--- src/rtl/asg_pkg.sv ---
// Shared types for the variable-step alternating keystream generator.
// Assumes one round = one decide cycle followed by 1..2^W step cycles.
package asg_pkg;
    typedef enum logic [1:0] {
        PH_IDLE   = 2'd0,
        PH_STEP_B = 2'd1,
        PH_STEP_C = 2'd2
    } phase_t;

    localparam int TAP_IDX_W = 6;
endpackage

--- src/rtl/asg_lfsr.sv ---
// One Fibonacci shift register that shifts toward the MSB.
// The feedback enters at bit 0 and the output is the MSB. A load has
// priority over a step. A zero seed is replaced by FILL, which is
// assumed to be nonzero.
module asg_lfsr #(
    parameter int           L       = 41,
    parameter logic [L-1:0] FB_MASK = {1'b1, {(L-1){1'b0}}},
    parameter logic [L-1:0] FILL    = {{(L-1){1'b0}}, 1'b1}
) (
    input  logic         clk,
    input  logic         rst_n,
    input  logic         load,
    input  logic [L-1:0] seed,
    input  logic         adv,
    output logic [L-1:0] state,
    output logic         msb_next
);
    logic [L-1:0] nxt;

    // Next state for one step: shift up, feedback into bit 0.
    always_comb nxt = {state[L-2:0], ^(state & FB_MASK)};

    // MSB as it will be after this cycle's edge (only meaningful without load).
    always_comb msb_next = adv ? state[L-2] : state[L-1];

    // State register: reset to FILL, load with zero substitution, else step.
    always_ff @(posedge clk) begin
        if (!rst_n)          state <= FILL;
        else if (load)       state <= (seed == '0) ? FILL : seed;
        else if (adv)        state <= nxt;
    end

    // a register never reaches the all-zero lock-up state.
    a_r1_state_nonzero: assert property (@(posedge clk) disable iff (!rst_n)
        state != '0);
endmodule

--- src/rtl/asg_stepcount.sv ---
// Builds a step count of 1 + sum(2^k * r[idx_k]) for k in 0..W-1.
// Each 6-bit tap index is decoded one-hot and ANDed with the register
// contents. Assumes every index is below L.
module asg_stepcount #(
    parameter int                 L    = 64,
    parameter int                 W    = 3,
    parameter logic [W*6-1:0]     TAPS = '0
) (
    input  logic [L-1:0] r,
    output logic [W:0]   count
);
    import asg_pkg::*;

    logic [W-1:0] tap_bit;

    for (genvar k = 0; k < W; k++) begin : g_tap
        logic [TAP_IDX_W-1:0] idx;
        logic [L-1:0]         sel;
        assign idx = TAPS[k*TAP_IDX_W +: TAP_IDX_W];
        // Decode the index one-hot and pick the addressed bit.
        always_comb begin
            sel        = {{(L-1){1'b0}}, 1'b1} << idx;
            tap_bit[k] = |(r & sel);
        end
    end

    // Weighted sum: shift each tapped bit to its weight and accumulate.
    always_comb begin
        count = {{W{1'b0}}, 1'b1};
        for (int k = 0; k < W; k++)
            count = count + ({{W{1'b0}}, tap_bit[k]} << k);
    end
endmodule

--- src/rtl/asg_varstep.sv ---
// Variable-step alternating keystream generator. In each round, control
// register A picks B or C by its bit 0. The picked register steps for a
// weighted count taken from A, and A steps once on the last step.
// The key bit is the XOR of the three MSBs after the round. Assumes
// inputs are synchronous to clk. en is sampled only while idle.
module asg_varstep #(
    parameter int              LA     = 64,
    parameter int              LB     = 41,
    parameter int              LC     = 43,
    parameter int              W      = 3,
    parameter logic [LA-1:0]   MASK_A = 64'hD800_0000_0000_0000,
    parameter logic [LB-1:0]   MASK_B = 41'h120_0000_0000,
    parameter logic [LC-1:0]   MASK_C = 43'h630_0000_0000,
    parameter logic [W*6-1:0]  TAPS_B = {6'd40, 6'd17, 6'd5},
    parameter logic [W*6-1:0]  TAPS_C = {6'd55, 6'd28, 6'd9}
) (
    input  logic          clk,
    input  logic          rst_n,
    input  logic          load,
    input  logic [LA-1:0] seed_a,
    input  logic [LB-1:0] seed_b,
    input  logic [LC-1:0] seed_c,
    input  logic          en,
    output logic          key,
    output logic          valid
);
    import asg_pkg::*;

    localparam int        CW   = W + 1;
    localparam logic [CW-1:0] CMAX = CW'(1) << W;
    localparam logic [CW-1:0] ONE  = CW'(1);

    phase_t          phase;
    logic [CW-1:0]   cnt;
    logic [CW-1:0]   cnt_b, cnt_c;
    logic [LA-1:0]   ra;
    logic [LB-1:0]   rb;
    logic [LC-1:0]   rc;
    logic            na, nb, nc;
    logic            adv_a, adv_b, adv_c, last_step;

    // Step enables: the picked register on each step cycle, A on the last.
    always_comb begin
        last_step = (phase != PH_IDLE) && (cnt == ONE);
        adv_a     = last_step;
        adv_b     = (phase == PH_STEP_B);
        adv_c     = (phase == PH_STEP_C);
    end

    asg_lfsr #(.L(LA), .FB_MASK(MASK_A), .FILL({{(LA-1){1'b0}}, 1'b1})) u_reg_a (
        .clk(clk), .rst_n(rst_n), .load(load), .seed(seed_a),
        .adv(adv_a), .state(ra), .msb_next(na));

    asg_lfsr #(.L(LB), .FB_MASK(MASK_B), .FILL({{(LB-1){1'b0}}, 1'b1})) u_reg_b (
        .clk(clk), .rst_n(rst_n), .load(load), .seed(seed_b),
        .adv(adv_b), .state(rb), .msb_next(nb));

    asg_lfsr #(.L(LC), .FB_MASK(MASK_C), .FILL({{(LC-1){1'b0}}, 1'b1})) u_reg_c (
        .clk(clk), .rst_n(rst_n), .load(load), .seed(seed_c),
        .adv(adv_c), .state(rc), .msb_next(nc));

    asg_stepcount #(.L(LA), .W(W), .TAPS(TAPS_B)) u_cnt_b (.r(ra), .count(cnt_b));
    asg_stepcount #(.L(LA), .W(W), .TAPS(TAPS_C)) u_cnt_c (.r(ra), .count(cnt_c));

    // Round controller: decide, count down the steps, emit the key bit.
    always_ff @(posedge clk) begin
        if (!rst_n || load) begin
            phase <= PH_IDLE;
            cnt   <= '0;
            valid <= 1'b0;
            key   <= 1'b0;
        end else begin
            valid <= 1'b0;
            case (phase)
                PH_IDLE: begin
                    if (en) begin
                        phase <= ra[0] ? PH_STEP_B : PH_STEP_C;
                        cnt   <= ra[0] ? cnt_b : cnt_c;
                    end
                end
                default: begin
                    cnt <= cnt - ONE;
                    if (cnt == ONE) begin
                        phase <= PH_IDLE;
                        valid <= 1'b1;
                        key   <= na ^ nb ^ nc;
                    end
                end
            endcase
        end
    end

    // C is frozen while B is stepping.
    a_r3_c_frozen: assert property (@(posedge clk) disable iff (!rst_n)
        (phase == PH_STEP_B && !load) |=> $stable(rc));
    // B is frozen while C is stepping.
    a_r3_b_frozen: assert property (@(posedge clk) disable iff (!rst_n)
        (phase == PH_STEP_C && !load) |=> $stable(rb));
    // a round's count is within 1..2^W.
    a_r4_count_range: assert property (@(posedge clk) disable iff (!rst_n)
        (phase == PH_IDLE && en && !load) |=> (cnt >= ONE && cnt <= CMAX));
    // A moves only on the final step of a round.
    a_r5_a_once: assert property (@(posedge clk) disable iff (!rst_n)
        (!load && !last_step) |=> $stable(ra));
    // valid is a single-cycle pulse.
    a_r6_valid_pulse: assert property (@(posedge clk) disable iff (!rst_n)
        valid |=> !valid);
    // an idle controller with en low stays idle and silent.
    a_r8_idle_hold: assert property (@(posedge clk) disable iff (!rst_n)
        (phase == PH_IDLE && !en && !load) |=> (phase == PH_IDLE && !valid));
    // key changes only when a round completes.
    a_r9_key_hold: assert property (@(posedge clk) disable iff (!rst_n)
        (!load && !last_step) |=> $stable(key));
endmodule

--- config.mk ---
export PLATFORM = sky130hd
export DESIGN_NAME = asg_varstep
export DESIGN_NICKNAME = d
export VERILOG_FILES = /design/src/rtl/asg_pkg.sv /design/src/rtl/asg_lfsr.sv /design/src/rtl/asg_stepcount.sv /design/src/rtl/asg_varstep.sv
export SDC_FILE = /design/constraint.sdc
export NUM_CORES = 1
export LEC_CHECK = 0
export CAP_MARGIN = 30
export CELL_PAD_IN_SITES_DETAIL_PLACEMENT = 0
export CELL_PAD_IN_SITES_GLOBAL_PLACEMENT = 1
export CORE_MARGIN = 10
export CORE_UTILIZATION = 48
export CTS_CLUSTER_DIAMETER = 120
export DETAILED_ROUTE_END_ITERATION = 8
export DONT_BUFFER_PORTS = 1
export HOLD_SLACK_MARGIN = 0.12
export PLACE_DENSITY = 0.88
export SETUP_SLACK_MARGIN = 0.3
export SLEW_MARGIN = 15
export SYNTH_ARGS = -nofsm -noshare
export SYNTH_HDL_FRONTEND = slang
export SYNTH_SLANG_ARGS = --single-unit
--- constraint.sdc ---
create_clock -name clk -period 1.95 [get_ports clk]
set_input_delay 0.585 -clock clk [delete_from_list [all_inputs] [get_ports clk]]
set_output_delay 0.585 -clock clk [all_outputs]
set_load 0.05 [all_outputs]
; ---- After elaboration in Yosys (flattened, before gate mapping)
; Index checks and enable logic that the tools add are counted.
[totals]
regBits = 156
input_bits = 152
output_inout_bits = 2
[op_classes]
addsub = 7
eq_ne = 4
mux = 20
bitwise = 3
n_reduce_logical = 18
[op_table]
columns = cell, count
row1 = $mux W64, 3
row2 = $mux W43, 3
row3 = $mux W41, 3
row4 = $logic_not A64 Y1, 1
row5 = $reduce_xor A64 Y1, 1
row6 = $logic_not A43 Y1, 1
row7 = $reduce_xor A43 Y1, 1
row8 = $logic_not A41 Y1, 1
row9 = $reduce_xor A41 Y1, 1
row10 = $mux W4, 3
row11 = $reduce_bool A2 Y1, 5
row12 = $add A4 B2 Y4, 2
row13 = $add A4 B3 Y4, 2
row14 = $mux W2, 4
row15 = $add A1 B1 Y2 const A, 2
row16 = $eq A4 B1 Y1 const B, 1
row17 = $mux W1, 4
row18 = $reduce_and A2 Y1, 2
row19 = $sub A4 B1 Y4 const B, 1
row20 = $eq A2 B1 Y1 const B, 1
row21 = $eq A2 B2 Y1 const B, 1
row22 = $logic_not A2 Y1, 1
row23 = $ne A2 B2 Y1 const B, 1
row24 = $reduce_or A2 Y1, 1
row25 = 5 further kinds, 6

; ---- Depth between registers and ports, before layout
; Gate-level depths: netlist (run 1).
[logic_depth]
ltp_word = 6
mapped_depth = 8
ltp_nobuf = 6

; ---- Modules after synthesis
; Synthesis (run 1) repeated with hierarchy kept, for this count alone.
[unflattened]
cells_unflattened = 926
hier_area_um2 = 8010.2
[by_module_without_submodules]
columns = mod, instances, cells_each, area_each_um2
row1 = asg_lfsr (u_reg_a), 1, 372, 3209.3
row2 = asg_lfsr (u_reg_c), 1, 251, 2195.9
row3 = asg_lfsr (u_reg_b), 1, 238, 2048.2
row4 = asg_varstep, 1, 57, 494.2
row5 = asg_stepcount, 2, 4, 31.3

; ---- Worst setup path before layout (run 1)
; Ideal clock, no wire load.
[synth_timing]
path_type = input to register
startpoint = in load
endpoint = reg u_reg_a.state[0]
arrival_ns = 1.556
setup_slack_ns = 0.272
stages = 5
n_path_buf = 3
path_cell_list = buf_2 > buf_2 > buf_2 > nand2_1 > o32a_1
[synth_between]
elab_chain_cells = 1
[synth_lines]
columns = element, line
row1 = "start, declared", asg_varstep.sv:19  ; input logic load,
row2 = $mux W64 or $reduce_bool A2 Y1 (tied branches), -
row3 = "end signal, assigned", asg_lfsr.sv:29  ; else if (load) state <= (seed == '0) ? FILL : seed;
row4 = "end signal, assigned", asg_lfsr.sv:30  ; else if (adv) state <= nxt;
row5 = "end, declared", asg_lfsr.sv:15  ; output logic [L-1:0] state,
; Several ways; a longest one is shown, not always the timed one.
; A chain may end at the register's enable or synchronous reset.

; ---- Worst setup path in the final report (run 1)
[layout_timing]
startpoint = reg phase[1]
endpoint = reg u_reg_a.state[30]
[layout_between]
elab_chain_cells = 3
[layout_lines]
columns = element, line
row1 = "start, declared", asg_varstep.sv:33  ; phase_t phase;
row2 = "start signal, assigned", asg_varstep.sv:77  ; phase <= ra[0] ? PH_STEP_B : PH_STEP_C;
row3 = $reduce_bool A2 Y1, asg_varstep.sv:44  ; last_step = (phase != PH_IDLE) && (cnt == ONE);
row4 = $logic_and A1 B1 Y1, asg_varstep.sv:44
row5 = $reduce_bool A2 Y1 (no source line), -
; No other way between the ends.

==> results of run 1 <==
-- kinds of logic (layout without fill, tap and decap cells) --
| group | count (synthesis) | after routing | share of synthesized area [%] |
|---|---|---|---|
| compound gates | 163 | 163 | 13.3 |
| xor+xnor | 8 | 8 | 1.07 |
| fa+ha+maj | 6 | 6 | 0.962 |
| buf+inv | 71 | 50 | 4.34 |
| flops | 156 | 156 | 40.0 |
| mux | 149 | 149 | 19.1 |
| simple gates | 331 | 332 | 21.2 |
-- report_power, final --
group,internal (W),switching (W)
Combinational,0.000369,0.000275
Sequential,0.00339,0.000120
Clock,0.00180,0.00142
Total,0.00556,0.00181
-- final cells by class --
type                    instances  area [µm²]
clock buffers                  17         425
clock inverters                15         150
fillers                      1534        7220
inverters                       4        15.0
multi-input cells             658        4410
flip-flops and latches        156        3130
well taps                     216         270
repair buffers                 14         262
-- flip-flops by register name, indices dropped and copies added (netlist names) --
| signal | cells |
|---|---|
| u_reg_a.state | 64 |
| u_reg_c.state | 43 |
| u_reg_b.state | 41 |
| cnt | 4 |
| phase | 2 |
| key | 1 |
| valid | 1 |
-- final timing paths --
kind	startpoint	endpoint	slack (ns)	cells past startpoint
setup reg to reg	phase[1]	u_reg_a.state[30]	0.35	6
hold / removal	rst_n	u_reg_c.state[18]	0.30	1
setup / recovery	phase[1]	u_reg_a.state[30]	0.35	6
hold reg to reg	u_reg_b.state[38]	u_reg_b.state[38]	0.50	1
-- placed cells by master (no fill, tap or decap), drive strengths merged, types with 2 or more instances in the layout --
| cell type | count |
|---|---|
| nand2 | 150 |
| nor3 | 6 |
| clkinv | 2 |
| o32a | 2 |
| mux2i | 149 |
| o21ai | 109 |
| clkbuf | 22 |
| o211a | 39 |
| nand3 | 4 |
| buf | 9 |
| ha | 6 |
| nand2b | 3 |
| xnor2 | 6 |
| and2 | 106 |
| or2 | 2 |
| a21oi | 6 |
| nor4 | 36 |
| dfxtp | 156 |
| nand4 | 8 |
| a32oi | 2 |
| clkinvlp | 3 |
| inv | 13 |
| nor2 | 14 |
| o22ai | 2 |
-- routing by layer --
metal / track usage (%) / part of all wire, %
met3: 5.40 / 6.7
met1: 19.8 / 45
met4: 5.30 / 1.2
met2: 25.3 / 47
met5: 0 / 0
-- metrics by stage --
step | setup slack (ns) | cells | cell area, µm²
6_report | 0.354 | 1080 | 8660
5_1_grt | 0.274 | 1080 | 8660
4_1_cts | 0.275 | 1070 | 8440
3_5_place_dp | 0.178 | 1038 | 7850
3_3_place_gp | 0.191 | 1038 | 7850
2_1_floorplan | 0.283 | 884 | 7810
-- critical path, stage by stage (launching register included) --
cell and delay, ns:
dfxtp_2 0.36, or2_4 0.29, nand3_4 0.18, clkbuf_16 0.23, mux2i_1 0.19, o21ai_0 0.08, and2_1 0.16
-- synthesized netlist by cell type --
master | count | area [µm²]
nand2_1 | 150 | 563
a221oi_1 | 1 | 8.76
o22ai_1 | 2 | 12.5
o32ai_1 | 1 | 8.76
nand4_1 | 8 | 50.1
a21oi_1 | 6 | 30.0
and2_1 | 106 | 663
buf_2 | 10 | 50.1
xnor2_1 | 6 | 52.6
clkbuf_1 | 45 | 169
mux2i_1 | 149 | 1490
nor4_1 | 36 | 225
a32oi_1 | 2 | 17.5
nor2b_1 | 1 | 6.26
ha_1 | 6 | 75.1
xor2_1 | 1 | 8.76
a211oi_1 | 1 | 7.51
nand3_1 | 2 | 10.0
nand2b_1 | 3 | 18.8
buf_8 | 2 | 30.0
buf_6 | 1 | 11.3
or3_1 | 1 | 6.26
and3_1 | 1 | 6.26
nand3_2 | 1 | 10.0
o211a_1 | 39 | 390
buf_1 | 1 | 3.75
nor2_1 | 14 | 52.6
dfxtp_1 | 156 | 3120
xnor3_1 | 1 | 22.5
or2_1 | 2 | 12.5
o32a_1 | 2 | 20.0
inv_1 | 4 | 15.0
buf_4 | 8 | 60.1
o21ai_1 | 20 | 100
nor3_1 | 6 | 30.0
o21ai_0 | 89 | 445
-- what timing repair did --
item	4_1_cts	5_1_grt
resized for setup	4	12
setup endpoints to repair	3	50
cloned	0	9
pin swaps	0	1
setup buffers	0	1
==> summary.md, run 1 <==
| Metric | Value |
|---|---|
| Tot GR Track Use | 15.9% |
| CORE AREA | between 15000 and 20000 µm² |
| Die height | between 100 and 150 µm |
| Total grt overflow | 0 |
| Static Leak | 4.42 nW |
| Max Clock Skew | 0.00928 ns |
| Cts bufs inserted | 17 |
| Synth Warn # | 0 |
| Drt first pass iters | 5 |
| Sink Count | 156 |
| MaxCap Viol Count | 0 |
| Pins Over Slew Limit | 0 |
| Number of diodes | 0 |
| Period utilization | 81.8% |
| Initial antenna violation count | 0 |
| Status | finished, final reports clean |
| DRC | 0 |
| Layout cells sized above 1 | 7.06% |
| Initial core utilization | about half |
| Net Count, Synth | 1042 |
| Die width | roughly 150 µm |
| Final Critical Period | about 1.6 ns |
| Post-Syn Instances | 884 |
| Hold Crit Class | input port to register |
| Reg clk slew, reported paths | around 0.070 ns |
| Critical path arrival | 1.92 ns |
| Power Density | 852 nW/µm² |
| Avg WL per Cell | 17.1 µm |
| Num ports | 154 |
| Final Power | around 0.0074 W |
| Critical Path RT | roughly 2.3 ns |
| VDD IR-drop max | between 0.0005 and 0.0006 V |
| Final setup fails | 0 |
| Vias in the first global route | between 5000 and 6000 |
| Slew @ Worst Pin | 0.498 ns |
| CTS tree | built |
| Critical path class | register to register |
| Post-synthesis sequential area ratio | roughly 40% |
| Unique masters post-synth | 36 |
| Clock network latency to the later pin of the worst-skew pair | roughly 0.42 ns |
| Initial DRC count | 306 |
| Max clock buf depth | 2 |
| Post-Syn Area | between 7000 and 8000 µm² |
| Fin. Hold Viols | 0 |
| Seq cells post-synth | 156 |
| Post-Route WL | approximately 18000 µm |
| Synth Area per Inst | approximately 8.8 µm² |
| Largest net degree at the start of global routing | ~260 |
| DP HPWL | 12100 µm |
| CP Launch Type | register |
| ANT nets after route | 0 |
| Final nets | 1009 |
| Layout area overhead | 11.0% |
| Hold slack | 0.301 ns |
| CP max FO | 10 |
| Post-route core utilization | a little over half |
| Vias | around 6000 |
| RSZ-0062 raised after global routing | no |
| Root Driver | clkbuf_16 |
| CTS Hold Buffers Added | 0 |
| Rel. slew slack | about 67% |
| Global-route wire length before repair | around 29000 µm |
| Die Area | 21800 µm² |
| Setup_tns | 0 ns |
| F_max | ~630 MHz |
| H-tree levels | 4 |
| Row cnt | 46 |
| Port Buffer Count | 0 |
| RD Place Congestion | around 0.8 |
| Vias per cell | about 5.5 |
| CP endpoint kind | register |
No activity file was read; power rests on OpenSTA's default activity.
==> inputs of run 2 (changes only) <==
--- a/config.mk
+++ b/config.mk
@@ -9,12 +9,12 @@
 export CELL_PAD_IN_SITES_DETAIL_PLACEMENT = 0
 export CELL_PAD_IN_SITES_GLOBAL_PLACEMENT = 1
 export CORE_MARGIN = 10
-export CORE_UTILIZATION = 48
+export CORE_UTILIZATION = 43
 export CTS_CLUSTER_DIAMETER = 120
 export DETAILED_ROUTE_END_ITERATION = 8
 export DONT_BUFFER_PORTS = 1
 export HOLD_SLACK_MARGIN = 0.12
-export PLACE_DENSITY = 0.88
+export PLACE_DENSITY = 0.84
 export SETUP_SLACK_MARGIN = 0.3
 export SLEW_MARGIN = 15
 export SYNTH_ARGS = -nofsm -noshare
==> constraint.sdc (replaced) <==
create_clock -name clk -period 1.35 [get_ports clk]
set_input_delay 0.405 -clock clk [delete_from_list [all_inputs] [get_ports clk]]
set_output_delay 0.405 -clock clk [all_outputs]
set_load 0.05 [all_outputs]
==> summary.md, run 2 (synthesis results as in run 1) <==
| Metric | Value |
|---|---|
| Final Cell Area | 9310 µm² (was 8660 µm²) |
| Final Critical Period | 1.54 ns (was 1.60 ns) |
| CTS tree | built (unchanged) |
| Die width | 155 µm (was 148 µm) |
| Post-Route WL | 20800 µm (was 18500 µm) |
| Vias in the first global route | 5777 (was 5723) |
| Die height | 155 µm (was 148 µm) |
| # placed instances | 1073 (was 1038) |
| Rel. slew slack | 60.7% (was 66.8%) |
| Max clock buf depth | 2 (unchanged) |
| Initial core utilization | 43.6% (was 49.1%) |
| Slew @ Worst Pin | 0.590 ns (was 0.498 ns) |
| Non-Filler Instances | 1135 (was 1080) |
| DRC | 0 (unchanged) |
| VDD IR-drop max | 0.000849 V (was 0.000572 V) |
| Slowest CP cell | dfxtp_2 (unchanged) |
| CP delay by family, top | simple AND/OR/NAND/NOR gates (unchanged) |
| Hold Crit Class | input port to register (unchanged) |
| Root Driver | clkbuf_16 (unchanged) |
| Pins Over Slew Limit | 0 (unchanged) |
| H-tree levels | 4 (unchanged) |
| Final nets | 1051 (was 1009) |
| Fin. Hold Viols | 0 (unchanged) |
| CORE AREA | 17900 µm² (was 15900 µm²) |
| Tot GR Track Use | 15.5% (was 15.9%) |
| Largest regs | u_reg_a.state x64, u_reg_c.state x43, u_reg_b.state x41 (unchanged) |
| Layout cells sized above 1 | 14.3% (was 7.06%) |
| Drt first pass iters | 5 (unchanged) |
| Max reg flops | 64 (unchanged) |
| Violated checks | negative setup slack |
| Avg WL per Cell | 18.3 µm (was 17.1 µm) |
| Cts bufs inserted | 17 (unchanged) |
| Final WS setup | -0.188 ns (was 0.354 ns) |
| Global-route wire length before repair | 30400 µm (was 29000 µm) |
| Initial DRC count | 370 (was 306) |
| Static Leak | 4.70 nW (was 4.42 nW) |
| Critical path arrival | 1.86 ns (was 1.92 ns) |
| Initial antenna violation count | 0 (unchanged) |
| Met1 GRT Util | 19.7% (was 19.8%) |
| Period utilization | 114% (was 81.8%) |
| ANT nets after route | 0 (unchanged) |
| Power Density | 1180 nW/µm² (was 852 nW/µm²) |
| Num ports | 154 (unchanged) |
| Max Clock Skew | 0.0124 ns (was 0.00928 ns) |
| RD Place Congestion | 0.797 (was 0.802) |
| CP Cell Sequence | or2_4 -> nand3_4 -> buf_4 -> clkbuf_16 -> mux2i_1 -> o21ai_1 -> and2_1 (was or2_4 -> nand3_4 -> clkbuf_16 -> mux2i_1 -> o21ai_0 -> and2_1) |
| Status | finished, violations left (was finished, final reports clean) |
| CP endpoint kind | register (unchanged) |
| DP HPWL | 13100 µm (was 12100 µm) |
| RSZ-0062 raised after global routing | yes (was no) |
| Reg clk slew, reported paths | 0.07 ns (about the same) |
| F_max | 650 MHz (was 627 MHz) |
| Critical path class | register to register (unchanged) |
| Max stage delay on crit path | 0.35 ns (was 0.36 ns) |
| Sink Count | 156 (unchanged) |
| CP Buf/Inv Count | 2 (was 1) |
| Most common cell after layout, fill and taps aside | dfxtp_1 |
| Setup WS pre-CTS | -0.304 ns (was 0.178 ns) |
| MaxCap Viol Count | 0 (unchanged) |
| Biggest register | u_reg_a.state (unchanged) |
| CP max FO | 6 (was 10) |
| Number of diodes | 0 (unchanged) |
| Port Buffer Count | 0 (unchanged) |
| Vias | 6127 (was 5954) |
| Setup_tns | -10.96 ns (was 0 ns) |
| Die Area | 23900 µm² (was 21800 µm²) |
| DP Area | 8120 µm² (was 7850 µm²) |
| Vias per cell | 5.40 (was 5.51) |
| Critical Path RT | 1.67 ns (was 2.27 ns) |
| GRT busiest layer | met2 (unchanged) |
| Met3 track demand over resource | 6.41% (was 5.40%) |
| Final setup fails | 143 (was 0) |
| Most frequent cells in the layout | dfxtp_1, mux2i_1, nand2_1 (was nand2_1, dfxtp_1, mux2i_1) |
| Clock network latency to the later pin of the worst-skew pair | 0.43 ns (was 0.42 ns) |
| Largest net degree at the start of global routing | 256 (unchanged) |
| CP Launch Type | register (unchanged) |
| Met2 track demand over resource | 23.5% (was 25.3%) |
| Total grt overflow | 0 (unchanged) |
| Layout area overhead | 19.3% (was 11.0%) |
| Row cnt | 49 (was 46) |
==> run 2: cell count changes in the layout (fill, tap and decap cells not counted), sizes merged, moves of 2 or more <==
cell	delta
inv	+2
clkbuf	+5
clkinvlp	-2
buf	+36
==> run 2: stage by stage <==
stage          util, %  hold slack (ns)  power, W
2_1_floorplan        -            0.453   0.00611
3_3_place_gp      45.3            0.444   0.00609
3_5_place_dp      45.3            0.453   0.00612
4_1_cts           48.9           0.0685    0.0109
5_1_grt           52.0           0.0746    0.0115
6_report          52.0            0.111    0.0110
==> run 2: power by group <==
part	leakage [nW]	switching, W	internal [W]	total, W
clock	0.281	0.00224	0.00247	0.00470
sequential	1.29	0.000181	0.00490	0.00508
combinational	3.12	0.000489	0.000711	0.00120
==> run 2: metal layers <==
metal	vias to the layer above	routed length [µm]
met5	-	0
met4	0	240
met3	11	1570
met2	128	9730
met1	2860	9230
li1	3128	-
==> run 2: path summary, 6_finish.rpt <==
check / startpoint / endpoint / cells past startpoint / slack [ns]
worst max-delay path: phase[1] / u_reg_a.state[61] / 7 / -0.19
worst min-delay path: rst_n / u_reg_c.state[24] / 1 / 0.11
worst max register to register: phase[1] / u_reg_a.state[61] / 7 / -0.19
worst min register to register: u_reg_b.state[4] / u_reg_b.state[4] / 1 / 0.48
==> run 2: layout make-up <==
class	instances	area, µm²
repair buffers	56	752
well taps	229	287
inverters	4	15.0
flip-flops and latches	156	3140
multi-input cells	658	4540
clock buffers	17	425
fillers	1727	8590
clock inverters	15	148
==> run 2: worst register-to-register path: stages, from the launching register on <==
cell	delay, ns
dfxtp_2	0.35
or2_4	0.25
nand3_4	0.14
buf_4	0.16
clkbuf_16	0.14
mux2i_1	0.17
o21ai_1	0.06
and2_1	0.16
==> run 2: timing repair <==
item / CTS / global route
cloned: 0 / 18
setup buffers: 2 / 10
resized for setup: 49 / 33
endpoints found under the hold margin: 135 / 81
pin swaps: 7 / 15
endpoints found under the setup margin: 158 / 158
==> inputs of run 3 (changes only) <==
--- a/config.mk
+++ b/config.mk
@@ -13,6 +13,7 @@
 export CTS_CLUSTER_DIAMETER = 120
 export DETAILED_ROUTE_END_ITERATION = 8
 export DONT_BUFFER_PORTS = 1
+export GPL_TIMING_DRIVEN = 0
 export HOLD_SLACK_MARGIN = 0.12
 export PLACE_DENSITY = 0.84
 export SETUP_SLACK_MARGIN = 0.3
==> constraint.sdc (replaced) <==
create_clock -name clk -period 1.4 [get_ports clk]
set_input_delay 0.42 -clock clk [delete_from_list [all_inputs] [get_ports clk]]
set_output_delay 0.42 -clock clk [all_outputs]
set_load 0.05 [all_outputs]
==> summary.md, run 3 (synthesis results as in run 1) <==
| Metric | Value |
|---|---|
| Status | finished, violations left (unchanged) |
| Violated checks | negative setup slack (unchanged) |
| VDD IR-drop max | 0.000837 V (was 0.000849 V) |
| Max reg flops | 64 (unchanged) |
| Biggest register | u_reg_a.state (unchanged) |
| Layout cells sized above 1 | 12.8% (was 14.3%) |
| Row cnt | 49 (unchanged) |
| Setup WS pre-CTS | -0.642 ns (was -0.304 ns) |
| Die Area | 23900 µm² (unchanged) |
| Tot GR Track Use | 16.8% (was 15.5%) |
| Die height | 155 µm (unchanged) |
| CP max FO | 10 (was 6) |
| Initial DRC count | 358 (was 370) |
| Initial antenna violation count | 0 (unchanged) |
| CP Cell Sequence | or2_4 -> nand3_4 -> buf_12 -> buf_12 -> mux2i_2 -> o21ai_1 -> and2_1 (was or2_4 -> nand3_4 -> buf_4 -> clkbuf_16 -> mux2i_1 -> o21ai_1 -> and2_1) |
| Port Buffer Count | 0 (unchanged) |
| Max stage delay on crit path | 0.36 ns (was 0.35 ns) |
| Hold slack | 0.156 ns (was 0.111 ns) |
| H-tree levels | 4 (unchanged) |
| CTS Hold Buffers Added | 0 |
| CP Launch Type | register (unchanged) |
| Total grt overflow | 0 (unchanged) |
| Drt first pass iters | 6 (was 5) |
| Most common cell after layout, fill and taps aside | dfxtp_1 (unchanged) |
| RD Place Congestion | 0.794 (was 0.797) |
| Vias | 6307 (was 6127) |
| Initial core utilization | 43.6% (unchanged) |
| Vias per cell | 5.44 (was 5.40) |
| Final WS setup | -0.156 ns (was -0.188 ns) |
| Largest net degree at the start of global routing | 17 (was 256) |
| DP Area | 8340 µm² (was 8120 µm²) |
| Most frequent cells in the layout | dfxtp_1, nand2_1, mux2i_1 (was dfxtp_1, mux2i_1, nand2_1) |
| Slowest CP cell | dfxtp_4 (was dfxtp_2) |
| Layout area overhead | 20.8% (was 19.3%) |
| F_max | 643 MHz (was 650 MHz) |
| Sink Count | 156 (unchanged) |
| Global-route wire length before repair | 33000 µm (was 30400 µm) |
| Final Cell Area | 9430 µm² (was 9310 µm²) |
| MaxCap Viol Count | 0 (unchanged) |
| CORE AREA | 17900 µm² (unchanged) |
| Cts bufs inserted | 17 (unchanged) |
| Power Density | 1190 nW/µm² (was 1180 nW/µm²) |
| Number of diodes | 0 (unchanged) |
| Rel. slew slack | 54.6% (was 60.7%) |
| CTS tree | built (unchanged) |
| Pins Over Slew Limit | 0 (unchanged) |
| Root Driver | clkbuf_16 (unchanged) |
| Largest regs | u_reg_a.state x64, u_reg_c.state x43, u_reg_b.state x41 (unchanged) |
| Avg WL per Cell | 18.0 µm (was 18.3 µm) |
| DRC | 0 (unchanged) |
| Post-Route WL | 20800 µm (about the same) |
| Die width | 155 µm (unchanged) |
| Static Leak | 4.72 nW (was 4.70 nW) |
| Slew @ Worst Pin | 0.681 ns (was 0.590 ns) |
| Final nets | 1076 (was 1051) |
| Clock network latency to the later pin of the worst-skew pair | 0.42 ns (was 0.43 ns) |
| Max clock buf depth | 2 (unchanged) |
| Num ports | 154 (unchanged) |
| CP delay by family, top | simple AND/OR/NAND/NOR gates (unchanged) |
| RSZ-0062 raised after global routing | yes (unchanged) |
| Final setup fails | 139 (was 143) |
| Max Clock Skew | 0.00937 ns (was 0.0124 ns) |
| Critical Path RT | 1.72 ns (was 1.67 ns) |
| Reg clk slew, reported paths | 0.06 ns (was 0.07 ns) |
| Critical path arrival | 1.87 ns (was 1.86 ns) |
| DP HPWL | 15400 µm (was 13100 µm) |
| Hold Crit Class | input port to register (unchanged) |
| ANT nets after route | 0 (unchanged) |
| Vias in the first global route | 6305 (was 5777) |
| Period utilization | 111% (was 114%) |
| Crit path top cell by count | buf_12 |
| Fin. Hold Viols | 0 (unchanged) |
| CP Buf/Inv Count | 2 (unchanged) |
| CP endpoint kind | register (unchanged) |
| Final Critical Period | 1.56 ns (was 1.54 ns) |
| Critical path class | register to register (unchanged) |
## run 3: report_power, final
part           switching (W)  internal (W)  leakage, nW
Sequential          0.000169       0.00472         1.29
Combinational       0.000620      0.000668         3.11
Clock                0.00191       0.00310        0.312
## run 3: path summary, 6_finish.rpt
path,from,end,slack [ns],depth (start not counted)
worst max-delay path,phase[0],u_reg_a.state[43],-0.16,7
worst max register to register,phase[0],u_reg_a.state[43],-0.16,7
worst min-delay path,seed_a[0],u_reg_a.state[0],0.16,1
worst min register to register,u_reg_b.state[9],u_reg_b.state[9],0.48,1
## run 3: area by class of cell
| type | count | area, µm² |
|---|---|---|
| well taps | 229 | 287 |
| flip-flops and latches | 156 | 3150 |
| repair buffers | 15 | 230 |
| clock inverters | 12 | 185 |
| plain buffers | 67 | 626 |
| fillers | 1684 | 8470 |
| inverters | 4 | 15.0 |
| clock buffers | 20 | 457 |
| multi-input cells | 657 | 4480 |
## run 3: per-stage QoR
stage / setup TNS (ns) / power [W] / std cells / utilization (%)
2_1_floorplan: -0.795 / 0.00590 / 884 / -
3_3_place_gp: -21.08 / 0.00613 / 1113 / 46.6
3_5_place_dp: -21.36 / 0.00615 / 1113 / 46.6
4_1_cts: -7.19 / 0.0112 / 1151 / 51.2
5_1_grt: -19.55 / 0.0117 / 1160 / 52.7
6_report: -8.82 / 0.0112 / 1160 / 52.7
## run 3: repair_timing
action                                  CTS  global route
setup buffers                             6             4
hold endpoints to repair                  0             0
gates cloned                              0             5
gates resized for setup                  33            44
endpoints found under the setup margin  157           158
pin swaps                                 3             4
## run 3: metal layers
metal  routed length [µm]  track usage (%)  up-vias
li1                     -                -     3165
met5                    0                0        -
met3                 1540             5.82       21
met2                 9960             27.3      144
met1                 9080             20.3     2977
met4                  261             5.58        0
